[src/rtl/codec_link_pkg.sv]
package codec_link_pkg;
  localparam int REG_W = 32;

  localparam logic [7:0] CTRL_OFS = 8'h00;
  localparam logic [7:0] STAT_OFS = 8'h04;

  // control word bit positions
  localparam int C_GPI_EN  = 0;
  localparam int C_COLD_N  = 1;
  localparam int C_WARM    = 2;
  localparam int C_SHUTOFF = 3;
  localparam int C_PRI_EN  = 4;
  localparam int C_SEC_EN  = 5;

  // sticky event sources, index into the event vector
  localparam int NUM_EV  = 4;
  localparam int EV_GPI  = 0;
  localparam int EV_PRI  = 1;
  localparam int EV_SEC  = 2;
  localparam int EV_TOUT = 3;

  localparam int S_CLK_PRESENT = 28;

  function automatic int ev_bit(input int idx);
    case (idx)
      EV_GPI:  return 0;
      EV_PRI:  return 8;
      EV_SEC:  return 9;
      default: return 15;
    endcase
  endfunction

  typedef enum logic [1:0] {
    WR_IDLE  = 2'd0,
    WR_PULSE = 2'd1,
    WR_WAIT  = 2'd2
  } warm_state_e;
endpackage

[src/rtl/clk_presence_det.sv]
module clk_presence_det #(
  parameter int ABSENT_CYC = 64
) (
  input  logic clk,
  input  logic rst,
  input  logic bit_clk,
  output logic present
);
  localparam int CNT_W = (ABSENT_CYC > 1) ? $clog2(ABSENT_CYC) : 1;

  logic             s1, s2, s3;
  logic             edge_seen;
  logic [CNT_W-1:0] idle_cnt;

  assign edge_seen = s2 ^ s3;

  always_ff @(posedge clk) begin
    if (rst) begin
      s1       <= 1'b0;
      s2       <= 1'b0;
      s3       <= 1'b0;
      idle_cnt <= '0;
      present  <= 1'b0;
    end else begin
      s1 <= bit_clk;
      s2 <= s1;
      s3 <= s2;
      if (edge_seen) begin
        idle_cnt <= '0;
        present  <= 1'b1;
      end else if (idle_cnt == CNT_W'(ABSENT_CYC - 1)) begin
        present  <= 1'b0;
      end else begin
        idle_cnt <= idle_cnt + 1'b1;
      end
    end
  end

  assert_edge_present_R7: assert property (@(posedge clk) disable iff (rst)
    edge_seen |=> present);
endmodule

[src/rtl/warm_reset_seq.sv]
module warm_reset_seq
  import codec_link_pkg::*;
#(
  parameter int PULSE_CYC = 100
) (
  input  logic clk,
  input  logic rst,
  input  logic start,
  input  logic clk_present,
  output logic busy,
  output logic sync_force
);
  localparam int PC_W = (PULSE_CYC > 1) ? $clog2(PULSE_CYC) : 1;

  warm_state_e      state;
  logic [PC_W-1:0]  pcnt;

  always_ff @(posedge clk) begin
    if (rst) begin
      state <= WR_IDLE;
      pcnt  <= '0;
    end else begin
      case (state)
        WR_IDLE: if (start) begin
          state <= WR_PULSE;
          pcnt  <= '0;
        end
        WR_PULSE: if (pcnt == PC_W'(PULSE_CYC - 1)) state <= WR_WAIT;
                  else pcnt <= pcnt + 1'b1;
        WR_WAIT: if (clk_present) state <= WR_IDLE;
        default: state <= WR_IDLE;
      endcase
    end
  end

  assign busy       = (state != WR_IDLE);
  assign sync_force = (state == WR_PULSE);

  assert_wait_after_pulse_R6: assert property (@(posedge clk) disable iff (rst)
    (state == WR_PULSE && $past(state) == WR_IDLE) |-> $past(start));
endmodule

[src/rtl/link_status_regs.sv]
module link_status_regs #(
  parameter int NUM_EV = 4
) (
  input  logic              clk,
  input  logic              rst,
  input  logic [NUM_EV-1:0] ev_set,
  input  logic [NUM_EV-1:0] ev_clr,
  input  logic [NUM_EV-1:0] ev_en,
  output logic [NUM_EV-1:0] flags,
  output logic              irq_q
);
  for (genvar i = 0; i < NUM_EV; i++) begin : g_flag
    always_ff @(posedge clk) begin
      if (rst)             flags[i] <= 1'b0;
      else if (ev_set[i])  flags[i] <= 1'b1;
      else if (ev_clr[i])  flags[i] <= 1'b0;
    end

    assert_flag_sticky_R12: assert property (@(posedge clk) disable iff (rst)
      (flags[i] && !ev_clr[i]) |=> flags[i]);
  end

  always_ff @(posedge clk) begin
    if (rst) irq_q <= 1'b0;
    else     irq_q <= |(flags & ev_en);
  end
endmodule

[src/rtl/codec_link_ctl.sv]
module codec_link_ctl
  import codec_link_pkg::*;
#(
  parameter int ADDR_W     = 8,
  parameter int ABSENT_CYC = 64,
  parameter int PULSE_CYC  = 100
) (
  input  logic              clk,
  input  logic              rst,
  input  logic              sleep_enter,
  input  logic              bus_wr,
  input  logic              bus_rd,
  input  logic [ADDR_W-1:0] bus_addr,
  input  logic [31:0]       bus_wdata,
  output logic [31:0]       bus_rdata,
  input  logic              bit_clk,
  input  logic              frame_sync_in,
  input  logic              sdout_in,
  input  logic              gpi_change,
  input  logic              pri_resume,
  input  logic              sec_resume,
  input  logic              rd_timeout,
  output logic              link_rst_n,
  output logic              link_sync,
  output logic              link_sdout,
  output logic              link_in_en,
  output logic              irq
);
  localparam logic [ADDR_W-1:0] A_CTRL = ADDR_W'(CTRL_OFS);
  localparam logic [ADDR_W-1:0] A_STAT = ADDR_W'(STAT_OFS);

  logic is_ctrl, is_stat, wr_ctrl, wr_stat;
  logic gie, cold_n, shutoff, pri_en, sec_en;
  logic clk_present, warm_busy, sync_force, warm_start;
  logic [NUM_EV-1:0] ev_set, ev_clr, ev_en, flags;
  logic [REG_W-1:0]  ctrl_word, stat_word;

  assign is_ctrl = (bus_addr == A_CTRL);
  assign is_stat = (bus_addr == A_STAT);
  assign wr_ctrl = bus_wr && is_ctrl;
  assign wr_stat = bus_wr && is_stat;

  clk_presence_det #(.ABSENT_CYC(ABSENT_CYC)) i_det (
    .clk(clk), .rst(rst), .bit_clk(bit_clk), .present(clk_present)
  );

  assign warm_start = wr_ctrl && bus_wdata[C_WARM] && !clk_present;

  warm_reset_seq #(.PULSE_CYC(PULSE_CYC)) i_warm (
    .clk(clk), .rst(rst), .start(warm_start), .clk_present(clk_present),
    .busy(warm_busy), .sync_force(sync_force)
  );

  // control fields
  always_ff @(posedge clk) begin
    if (rst) begin
      gie     <= 1'b0;
      cold_n  <= 1'b0;
      shutoff <= 1'b0;
      pri_en  <= 1'b0;
      sec_en  <= 1'b0;
    end else begin
      if (wr_ctrl) begin
        gie     <= bus_wdata[C_GPI_EN];
        shutoff <= bus_wdata[C_SHUTOFF];
        pri_en  <= bus_wdata[C_PRI_EN];
        sec_en  <= bus_wdata[C_SEC_EN];
      end
      if (sleep_enter)  cold_n <= 1'b0;
      else if (wr_ctrl) cold_n <= bus_wdata[C_COLD_N];
    end
  end

  // status events
  always_comb begin
    ev_set          = '0;
    ev_set[EV_GPI]  = gpi_change;
    ev_set[EV_PRI]  = pri_resume;
    ev_set[EV_SEC]  = sec_resume;
    ev_set[EV_TOUT] = rd_timeout;
    ev_en           = '0;
    ev_en[EV_GPI]   = gie;
    ev_en[EV_PRI]   = pri_en;
    ev_en[EV_SEC]   = sec_en;
    for (int i = 0; i < NUM_EV; i++)
      ev_clr[i] = wr_stat && bus_wdata[ev_bit(i)];
  end

  link_status_regs #(.NUM_EV(NUM_EV)) i_stat (
    .clk(clk), .rst(rst), .ev_set(ev_set), .ev_clr(ev_clr), .ev_en(ev_en),
    .flags(flags), .irq_q(irq)
  );

  // link pins
  always_ff @(posedge clk) begin
    if (rst) begin
      link_rst_n <= 1'b0;
      link_sync  <= 1'b0;
      link_sdout <= 1'b0;
      link_in_en <= 1'b0;
    end else begin
      link_rst_n <= !shutoff && cold_n;
      link_sync  <= !shutoff && (sync_force || frame_sync_in);
      link_sdout <= !shutoff && sdout_in;
      link_in_en <= !shutoff;
    end
  end

  // read path
  always_comb begin
    ctrl_word            = '0;
    ctrl_word[C_GPI_EN]  = gie;
    ctrl_word[C_COLD_N]  = link_rst_n;
    ctrl_word[C_WARM]    = warm_busy;
    ctrl_word[C_SHUTOFF] = shutoff;
    ctrl_word[C_PRI_EN]  = pri_en;
    ctrl_word[C_SEC_EN]  = sec_en;
    stat_word            = '0;
    for (int i = 0; i < NUM_EV; i++) stat_word[ev_bit(i)] = flags[i];
    stat_word[S_CLK_PRESENT] = clk_present;
  end

  always_ff @(posedge clk) begin
    if (rst)          bus_rdata <= '0;
    else if (bus_rd)  bus_rdata <= is_ctrl ? ctrl_word : (is_stat ? stat_word : '0);
  end

  assert_warm_reject_R5: assert property (@(posedge clk) disable iff (rst)
    $rose(warm_busy) |-> $past(!clk_present));

  assert_warm_clear_R6: assert property (@(posedge clk) disable iff (rst)
    $fell(warm_busy) |-> $past(clk_present));

  assert_shutoff_quiet_R8: assert property (@(posedge clk) disable iff (rst)
    shutoff |=> (!link_rst_n && !link_sync && !link_sdout && !link_in_en));

  assert_sleep_cold_R4: assert property (@(posedge clk) disable iff (rst)
    sleep_enter |=> !cold_n);

  assert_ctrl_rsvd_R2: assert property (@(posedge clk) disable iff (rst)
    (bus_rd && is_ctrl) |=> (bus_rdata[31:6] == '0));
endmodule

[config.mk]
export PLATFORM = sky130hd
export DESIGN_NAME = codec_link_ctl
export DESIGN_NICKNAME = d
export VERILOG_FILES = /design/src/rtl/codec_link_pkg.sv /design/src/rtl/clk_presence_det.sv /design/src/rtl/warm_reset_seq.sv /design/src/rtl/link_status_regs.sv /design/src/rtl/codec_link_ctl.sv
export SDC_FILE = /design/constraint.sdc
export NUM_CORES = 1
export LEC_CHECK = 0
export ABC_CLOCK_PERIOD_IN_PS = 1500
export BUFFER_PORTS_ARGS = -buffer_cell sky130_fd_sc_hd__buf_2
export CAP_MARGIN = 25
export CELL_PAD_IN_SITES_DETAIL_PLACEMENT = 1
export CELL_PAD_IN_SITES_GLOBAL_PLACEMENT = 1
export CORE_MARGIN = 8
export CORE_UTILIZATION = 34
export CTS_BUF_LIST = sky130_fd_sc_hd__clkbuf_2
export DETAILED_ROUTE_END_ITERATION = 16
export GPL_ROUTABILITY_DRIVEN = 0
export PLACE_DENSITY = 0.85
export SYNTH_ARGS = -nofsm -noshare
export SYNTH_HDL_FRONTEND = slang
export SYNTH_SLANG_ARGS = --single-unit
[constraint.sdc]
create_clock -name clk -period 1.5 [get_ports clk]
set_input_delay 0.15 -clock clk [delete_from_list [all_inputs] [get_ports clk]]
set_output_delay 0.15 -clock clk [all_outputs]
set_load 0.02 [all_outputs]
==> summary.txt, run 1 <==
STA
  • FMAX: 677 MHz
  • Fin crit period: 1.48 ns
  • Final period utilization: 98.5%
  • Unrepaired setup endpoints after global routing: yes
  • Slew Limit Fails: 0
  • PnR worst setup slack: 0.0218 ns
  • Setup violators final: 0
  • Worst Skew: 0.0161 ns
  • Final Hold Viols: 0
  • TNS Setup: 0 ns

Floorplanning
  • Die ar.: 8280 sq um
  • Die Width: 91.0 um
  • Initial Util: 35.0%
  • Core box area: 5470 sq um
  • Num ports: 89
  • Die Y: 91.0 um
  • Row cnt: 27

Finish
  • Share of cells above drive strength 1: 30.2%
  • # fillers: 696
  • Syn-to-layout area delta: 27.2%
  • Fin util: 44.5%
  • # diodes: 0
  • FF+latch area: 866 sq um
  • Final net count: 334
  • Multi-input gate area: 973 sq um

Placement
  • Place WS: -0.00789 ns
  • Post-DP HPWL: 3630 um
  • I/O Buffers: 43

Yosys
  • EDFF count, synth: 0
  • Post-synth top area cell: dfxtp_1
  • Dominant synthesized flop cell: dfxtp_1
  • Sequential share of the synthesized area: 45.0%
  • Mapped Cells: 212
  • Top cells by area, synth: dfxtp_1 (45%), buf_4 (8.6%), a21oi_1 (5.5%), mux2i_1 (3.7%), nand2b_1 (3.6%)
  • Yosys warning count: 0
  • Most common cell in the netlist: dfxtp_1
  • Synthesized cell area: 1910 sq um
  • Syn avg cell area: 9.02 sq um
  • Synth cell count leaders: dfxtp_1 (43), buf_4 (22), a21oi_1 (21)
  • Synth cell types: 43
  • Asr flop ratio synth: 0%
  • Seq cells post-synth: 43
  • Top cell type's share of synthesized area: 45.0%

Drt
  • Total iterations of the first detailed-routing run: 4
  • Post-detailed-route wirelength per cell: 14.4 um
  • Final wirelength: 5090 um
  • Vias: 1669
  • DRC errors left: 0
  • Post-route ant nets: 0
  • Vias per cell: 4.73
  • DRT iter0 DRCs: 66

Global routing
  • Pin count of the biggest net entering global routing: 18
  • Initial antenna violation count: 0
  • GR Overflow Total: 0
  • First-pass GRT wire length: 8330 um
  • Vias in the first global route: 1775
  • GR Util All Layers: 12.1%

Setup path
  • CP peak stage delay: 0.42 ns
  • Worst path slowest cell: dfxtp_2
  • Critical path class: reg2reg
  • Delay-heaviest family, CP: compound AO/OA/AOI/OAI gates
  • CP Capture Type: register
  • Critical path, cell by cell: ha_4 > nand2_4 > buf_6 > o41ai_4 > nand2_2 > a311oi_2
  • Worst path required time: 1.83 ns
  • CP arrival: 1.81 ns
  • Worst Path Buf+Inv: 1
  • CP startpoint kind: register
  • Crit Path Max Fanout: 4

Power and ir drop
  • Part of the power in registers: 62.9%
  • Leak: 1.07 nW
  • P_sw: 0.516 mW
  • Pwr Density: 773 nW/um^2
  • Sw Share: 27.4%
  • Clock network power share: 25.6%
  • Peak supply drop: 0.380 mV
  • Comb pwr share: 11.5%
  • Internal power: 1.37 mW

Clocking
  • Worst-Skew Late Latency: 0.40 ns
  • TritonCTS clock tree: built
  • H-tree depth: 2
  • Number of CTS-inserted buffers: 5
  • CTS sink cnt: 43
  • Clock transition at path regs: 0.22 ns
  • Clock root buffer: clkbuf_2
  • Clock buffer depth: 2

Worst hold path
  • Hold crit path type: in2reg

Flow run
  • Max Cap Viol: 0

Status
  • Status: completed
## flip-flops by register name, indices dropped and copies added (netlist names), 2 cells and up
signal          cells
i_warm.state        2
bus_rdata          10
i_stat.flags        4
i_warm.pcnt         7
i_det.idle_cnt      6
## logic make-up (layout without fill, tap and decap cells)
kind of cell	Yosys count	count (layout)	share of synthesized area [%]
buffers and inverters	34	82	11.5
adders and majority gates	2	2	1.31
other	1	22	0.196
muxes	7	7	3.66
AOI/OAI and AO/OA	39	39	13.5
and+or+nand+nor	83	83	23.5
xor gates and xnor gates	3	3	1.37
DFF	43	43	45.0
## metal layers
metal  part of all wire, %  global-route usage [%]
met1                    41                    12.8
met2                    53                    21.9
met3                   4.0                    3.37
met4                   1.6                    5.05
met5                     0                       0
## worst paths after layout
path	slack, ns	cells past startpoint	from	end
setup / recovery	0.02	6	i_warm.pcnt[1]	i_warm.pcnt[3]
hold / removal	0.06	3	bus_wdata[1]	cold_n
setup reg to reg	0.02	6	i_warm.pcnt[1]	i_warm.pcnt[3]
hold reg to reg	0.46	1	i_det.s1	i_det.s2
## worst reg2reg max path, cell delays in order (launching register included)
cell,delay [ns]
dfxtp_2,0.42
ha_4,0.16
nand2_4,0.05
buf_6,0.12
o41ai_4,0.24
nand2_2,0.17
a311oi_2,0.26
## layout make-up
| cell class | count | area share [%] |
|---|---|---|
| multi-input cells | 156 | 40.0 |
| repair buffers | 70 | 18.6 |
| well taps | 72 | 3.70 |
| clock inverters | 2 | 0.308 |
| clock buffers | 6 | 1.23 |
| flip-flops and latches | 43 | 35.6 |
| inverters | 4 | 0.617 |
## metrics by stage
| step | instances | cell area (sq um) | hold slack [ns] | power (mW) |
|---|---|---|---|---|
| 5_1_grt | 353 | 2430 | 0.0423 | 1.98 |
| 2_1_floorplan | 233 | 1990 | 0.229 | 1.36 |
| 4_1_cts | 352 | 2370 | 0.0249 | 1.89 |
| 3_5_place_dp | 331 | 2190 | 0.318 | 1.39 |
| 3_3_place_gp | 331 | 2190 | 0.321 | 1.39 |
| 6_report | 353 | 2430 | 0.0623 | 1.88 |
## power groups by stage
stage | clock [mW] | sequential, mW | combinational (mW)
2_1_floorplan | 0 | 1.21 | 0.151
3_3_place_gp | 0 | 1.21 | 0.183
3_5_place_dp | 0 | 1.21 | 0.186
4_1_cts | 0.492 | 1.18 | 0.210
5_1_grt | 0.552 | 1.19 | 0.236
6_report | 0.482 | 1.18 | 0.216
## placed cells by master, fill, tap and decap left out, types with 4 or more instances in the layout
cell type,instances
o21ai_0,4
a311oi_2,4
nor3_1,5
nand2b_1,11
buf_4,14
dfxtp_1,39
nand2_1,11
dlygate4sd3_1,12
nand3_1,12
conb_1,22
nor2b_1,8
inv_1,4
a21oi_1,19
buf_2,43
nor2_1,18
clkbuf_2,6
dfxtp_2,4
mux2i_1,7
## timing repair
| action | 4_1_cts | 5_1_grt |
|---|---|---|
| endpoints found under the hold margin | 12 | 0 |
| buffers inserted | 1 | 1 |
| pin swaps | 1 | 2 |
| setup endpoints to repair | 1 | 8 |
| hold buffers | 12 | 0 |
| cloned | 0 | 0 |
| gates resized for setup | 5 | 13 |
Note: power is estimated with default switching activity, not from simulation.
==> run 2: changes to the inputs <==
Settings changed: ABC_AREA from default to 1, PLACE_DENSITY 0.85 to 0.86.
==> summary.txt, run 2 <==
Power and ir drop
  • Leak: 1.24 nW
  • Clock network power share: 25.8%
  • Peak supply drop: 0.558 mV
  • Pwr Density: 777 nW/um^2
  • Internal power: 1.40 mW
  • Final Power: 1.98 mW
  • P_sw: 0.577 mW
  • Part of the power in registers: 60.9%
  • Sw Share: 29.2%
  • Comb pwr share: 13.3%

STA
  • Fin crit period: 1.38 ns
  • FMAX: 725 MHz
  • Final Hold Viols: 0
  • Slew Limit Fails: 0
  • Final period utilization: 91.9%
  • Worst Skew: 0.0155 ns
  • TNS Setup: 0 ns
  • Setup violators final: 0

Global routing
  • GR Overflow Total: 0
  • Initial antenna violation count: 0
  • GR Util All Layers: 13.2%
  • Vias in the first global route: 2026
  • Pin count of the biggest net entering global routing: 21
  • First-pass GRT wire length: 9390 um

Yosys
  • Synthesized cell area: 2090 sq um
  • Post-synth top area cell: dfxtp_1
  • Mapped Cells: 280
  • Sequential share of the synthesized area: 41.2%
  • EDFF count, synth: 0
  • Syn avg cell area: 7.46 sq um
  • Yosys warning count: 0
  • Most common cell in the netlist: nand2_1
  • Top cell type's share of synthesized area: 41.2%
  • Synth cell types: 29
  • Dominant synthesized flop cell: dfxtp_1
  • Synth cell count leaders: nand2_1 (53), dfxtp_1 (43), inv_1 (32)
  • Top cells by area, synth: dfxtp_1 (41%), nand2_1 (9.5%), buf_4 (8.3%), a21oi_1 (6.0%), inv_1 (5.8%)
  • Asr flop ratio synth: 0%
  • Seq cells post-synth: 43

Floorplanning
  • Die Y: 94.4 um
  • Die ar.: 8910 sq um
  • Num ports: 89
  • Core box area: 5920 sq um
  • Row cnt: 28
  • Die Width: 94.4 um
  • Initial Util: 35.3%

Setup path
  • CP Capture Type: register
  • CP startpoint kind: primary input
  • Worst path required time: 1.85 ns
  • Worst setup path startpoint: bus_addr[1]
  • Worst path slowest cell: dlygate4sd3_1
  • Reg-to-Reg Start: i_det.idle_cnt[0]
  • Critical path, cell by cell: buf_2 > nor2_1 > nand2_1 > nor2_4 > buf_4 > nand2_2 > o21ai_0 > dlygate4sd3_1 > a21oi_1
  • Crit Path Max Fanout: 10
  • CP arrival: 1.72 ns
  • CP peak stage delay: 0.57 ns
  • Critical path class: in2reg

Worst hold path
  • Hold crit path type: in2reg
  • Hold Startpoint: bus_wr

Finish
  • Largest register FFs: 10
  • Design area: 2550 sq um
  • Share of cells above drive strength 1: 22.6%
  • Commonest non-fill, non-tap cell in the layout: nand2_1
  • # diodes: 0
  • Syn-to-layout area delta: 21.9%
  • Biggest regs: bus_rdata (10), i_warm.pcnt (7), i_det.idle_cnt (6)
  • Reg with most FFs: bus_rdata
  • Commonest cells after routing, fill and taps aside: nand2_1 (53), dfxtp_1 (43), buf_2 (43)
  • Final net count: 398

Clocking
  • Clock buffer depth: 2
  • Clock transition at path regs: 0.23 ns
  • TritonCTS clock tree: built
  • Worst-Skew Late Latency: 0.41 ns
  • Number of CTS-inserted buffers: 5
  • CTS sink cnt: 43
  • H-tree depth: 2
  • Clock root buffer: clkbuf_2

Drt
  • Vias: 1903
  • DRC errors left: 0
  • Vias per cell: 4.53
  • Post-detailed-route wirelength per cell: 13.5 um
  • Total iterations of the first detailed-routing run: 4
  • Post-route ant nets: 0
  • DRT iter0 DRCs: 70
  • Final wirelength: 5690 um

Placement
  • Placed inst area: 2330 sq um
  • Post-DP HPWL: 4160 um
  • I/O Buffers: 43

Flow run
  • Max Cap Viol: 0

Status
  • Status: completed
-- run 2: critical path: cells and delay by family --
family / cells / cell delay (ns)
AO/OA/AOI/OAI: 2 / 0.22
buffers and inverters: 3 / 0.85
AND/OR/NAND/NOR: 4 / 0.50
-- run 2: cell type report --
type | instances | area (sq um)
Clock inverter | 2 | 12.5
Clock buffer | 6 | 30.0
Multi-Input combinational cell | 194 | 977
Sequential cell | 43 | 861
Inverter | 33 | 124
Timing Repair Buffer | 67 | 448
Fill cell | 754 | 3370
Tap cell | 75 | 93.8
-- run 2: path summary, 6_finish.rpt --
check / cells past startpoint / slack, ns / endpoint
setup reg to reg: 7 / 0.13 / i_det.idle_cnt[0]
setup / recovery: 9 / 0.12 / cold_n
hold / removal: 3 / 0.07 / gie
hold reg to reg: 2 / 0.43 / i_det.s2
-- run 2: routing by layer --
layer  part of all wire, %  routed length [um]  GRT usage [%]  vias up
met1                    41                2320           14.3      882
li1                      -                   -              -      969
met4                   1.2                  71           4.76        0
met3                   5.8                 331           3.97        8
met5                     0                   0              0        -
met2                    52                2960           23.6       44
-- run 2: kinds of logic (layout without fill, tap and decap cells) --
group | count (synthesis) | after routing | synth area share [%]
xor+xnor | 3 | 3 | 1.26
buf+inv | 64 | 108 | 16.6
flops | 43 | 43 | 41.2
other cells | 1 | 22 | 0.180
compound gates | 43 | 43 | 11.4
fa+ha+maj | 2 | 2 | 1.20
simple gates | 124 | 124 | 28.1
-- run 2: power by group through the flow --
| stage | Sequential [mW] | Combinational [mW] | Clock [mW] |
|---|---|---|---|
| floorplan | 1.24 | 0.171 | 0 |
| global placement | 1.22 | 0.217 | 0 |
| detailed placement | 1.23 | 0.225 | 0 |
| CTS | 1.20 | 0.258 | 0.526 |
| global route | 1.21 | 0.292 | 0.568 |
| finish | 1.20 | 0.264 | 0.510 |
-- run 2: per-stage QoR --
step	worst slack, ns	cells	hold WS (ns)	util [%]
6_report	0.121	420	0.0686	43.0
5_1_grt	-0.0347	420	0.0506	43.0
4_1_cts	0.0867	420	0.0471	42.7
3_5_place_dp	0.116	396	0.377	39.3
3_3_place_gp	0.151	396	0.363	39.3
2_1_floorplan	0.151	301	0.228	-
-- run 2: repair_timing --
action / in CTS / in global routing
gates resized for setup: 0 / 3
hold endpoints to repair: 12 / 0
endpoints found under the setup margin: 0 / 3
buffers inserted: 0 / 0
hold buffers: 16 / 0
==> run 3: changes to the inputs <==
Settings changed: PLACE_DENSITY 0.86 to 0.8, SYNTH_HIERARCHICAL from default to 1.
==> summary.txt, run 3 <==
Yosys
  • Most common cell in the netlist: nand2_1
  • Synth cell count leaders: nand2_1 (55), dfxtp_1 (43), nor2_1 (35)
  • Syn avg cell area: 7.23 sq um
  • Seq cells post-synth: 43
  • Top cells by area, synth: dfxtp_1 (41%), nand2_1 (9.8%), buf_4 (7.9%), a21oi_1 (6.4%), nor2_1 (6.3%)
  • Asr flop ratio synth: 0%
  • Top cell type's share of synthesized area: 41.1%
  • Synthesized cell area: 2100 sq um
  • Post-synth top area cell: dfxtp_1
  • Dominant synthesized flop cell: dfxtp_1
  • Sequential share of the synthesized area: 41.1%
  • Yosys warning count: 6
  • Mapped Cells: 290
  • Synth cell types: 28
  • EDFF count, synth: 0

Drt
  • Vias: 1960
  • Total iterations of the first detailed-routing run: 4
  • Post-route ant nets: 0
  • Vias per cell: 4.52
  • Top Layer Used: met4
  • Routed met1 length: 2170 um
  • DRT iter0 DRCs: 44
  • Met2 WL: 2720 um
  • Final wirelength: 5340 um
  • Post-detailed-route wirelength per cell: 12.3 um
  • Routed wl met3: 315 um
  • DRC errors left: 0

Global routing
  • GR Util All Layers: 11.8%
  • Vias in the first global route: 1977
  • First-pass GRT wire length: 8440 um
  • Pin count of the biggest net entering global routing: 23
  • Initial antenna violation count: 1
  • GR Overflow Total: 0

Clocking
  • Clock root buffer: clkbuf_2
  • Clock transition at path regs: 0.23 ns
  • Number of CTS-inserted buffers: 5
  • CTS sink cnt: 43
  • TritonCTS clock tree: built
  • Clock buffer depth: 2
  • Worst-Skew Late Latency: 0.42 ns
  • H-tree depth: 2

Setup path
  • CP startpoint kind: primary input
  • Worst path required time: 1.89 ns
  • Crit Path Max Fanout: 1
  • Critical path class: in2reg
  • CP arrival: 1.75 ns
  • CP Capture Type: register

Power and ir drop
  • Peak supply drop: 0.322 mV
  • Leak: 1.14 nW
  • Pwr Density: 772 nW/um^2
  • Final Power: 1.95 mW

Floorplanning
  • Die ar.: 8940 sq um
  • Core box area: 5960 sq um
  • Die Width: 94.5 um
  • Initial Util: 35.2%
  • Num ports: 89
  • Row cnt: 28
  • Die Y: 94.5 um

Placement
  • Placed cells: 411
  • Post-DP HPWL: 4040 um
  • I/O Buffers: 43

STA
  • Final Hold Viols: 0
  • Fin crit period: 1.36 ns
  • Setup violators final: 0
  • Final period utilization: 91.0%
  • Worst Skew: 0.0233 ns
  • Slew Limit Fails: 0
  • Unrepaired setup endpoints after global routing: no
  • FMAX: 733 MHz
  • TNS Setup: 0 ns

Worst hold path
  • Hold crit path type: in2reg

Finish
  • Final net count: 410
  • # fillers: 763
  • Reg with most FFs: bus_rdata
  • Share of cells above drive strength 1: 23.5%
  • Biggest regs: bus_rdata (10), i_warm/pcnt (7), i_det/idle_cnt (6)
  • Non-filler cells, final: 434
  • Syn-to-layout area delta: 20.6%
  • Commonest cells after routing, fill and taps aside: nand2_1 (55), buf_2 (43), dfxtp_1 (42)
  • Commonest non-fill, non-tap cell in the layout: nand2_1
  • Largest register FFs: 10

Flow run
  • Max Cap Viol: 0

Status
  • Status: completed
-- run 3: cell types whose count changed after synthesis, moves of 3 or more --
cell     change
nor2_4       +3
nor3_1       -3
inv_2        +4
o21ai_0      -3
nand3_2      -7
nor2_1       +8
nand3_1      +5
-- run 3: metal layers --
| metal | GRT usage, % | up-vias |
|---|---|---|
| met4 | 7.28 | 0 |
| met5 | 0 | - |
| met2 | 21.8 | 44 |
| li1 | - | 1011 |
| met1 | 11.8 | 896 |
| met3 | 2.46 | 9 |
-- run 3: final timing paths --
kind / startpoint / depth (start not counted) / to / slack [ns]
setup / recovery: sleep_enter / 5 / cold_n / 0.14
hold reg to reg: i_det/s1 / 2 / i_det/s2 / 0.42
hold / removal: bus_rd / 3 / bus_rdata[28] / 0.09
setup reg to reg: i_warm/pcnt[1] / 8 / i_warm/pcnt[0] / 0.18
-- run 3: where the power goes --
part	total, mW	internal (mW)	switching (mW)
registers	1.20	1.18	0.0208
clock network	0.502	0.119	0.383
logic	0.254	0.0923	0.162
total	1.95	1.39	0.566
-- run 3: timing repair --
item,4_1_cts,5_1_grt
gates resized for setup,0,1
hold buffers,13,0
setup endpoints to repair,0,1
buffers inserted,0,0
endpoints found under the hold margin,12,0
-- run 3: layout make-up --
class / instances / area [sq um] / share of cell area [%]
multi-input combinational: 206 / 990 / 39.1
sequential: 43 / 862 / 34.1
timing repair buffer: 63 / 398 / 15.7
inverter: 37 / 139 / 5.49
tap: 75 / 93.8 / 3.71
clock buffer: 6 / 30.0 / 1.19
clock inverter: 2 / 12.5 / 0.495
antenna: 2 / 5.00 / 0.198
-- run 3: critical path, stage by stage --
cell and delay (ns):
dlygate4sd3_1 0.55, buf_2 0.12, or2_2 0.29, a21oi_2 0.09, dlygate4sd3_1 0.55
-- run 3: cells by family (layout without fill, tap and decap cells) --
family | after synthesis | after routing | synth area share [%]
and+or+nand+nor | 137 | 137 | 30.6
buffers and inverters | 63 | 108 | 15.7
AOI/OAI and AO/OA | 44 | 44 | 11.3
DFF | 43 | 43 | 41.1
adders and majority gates | 2 | 2 | 1.19
other | 1 | 25 | 0.179
-- run 3: stage by stage --
step	instance area, sq um	hold slack, ns	setup slack, ns	utilization (%)
final	2530	0.0916	0.135	42.5
after global routing	2530	0.0527	0.0201	42.4
after CTS	2520	0.0575	0.149	42.4
after detailed placement	2350	0.362	0.0174	39.5
after global placement	2350	0.356	0.0443	39.5
after floorplan	2180	0.219	0.215	-
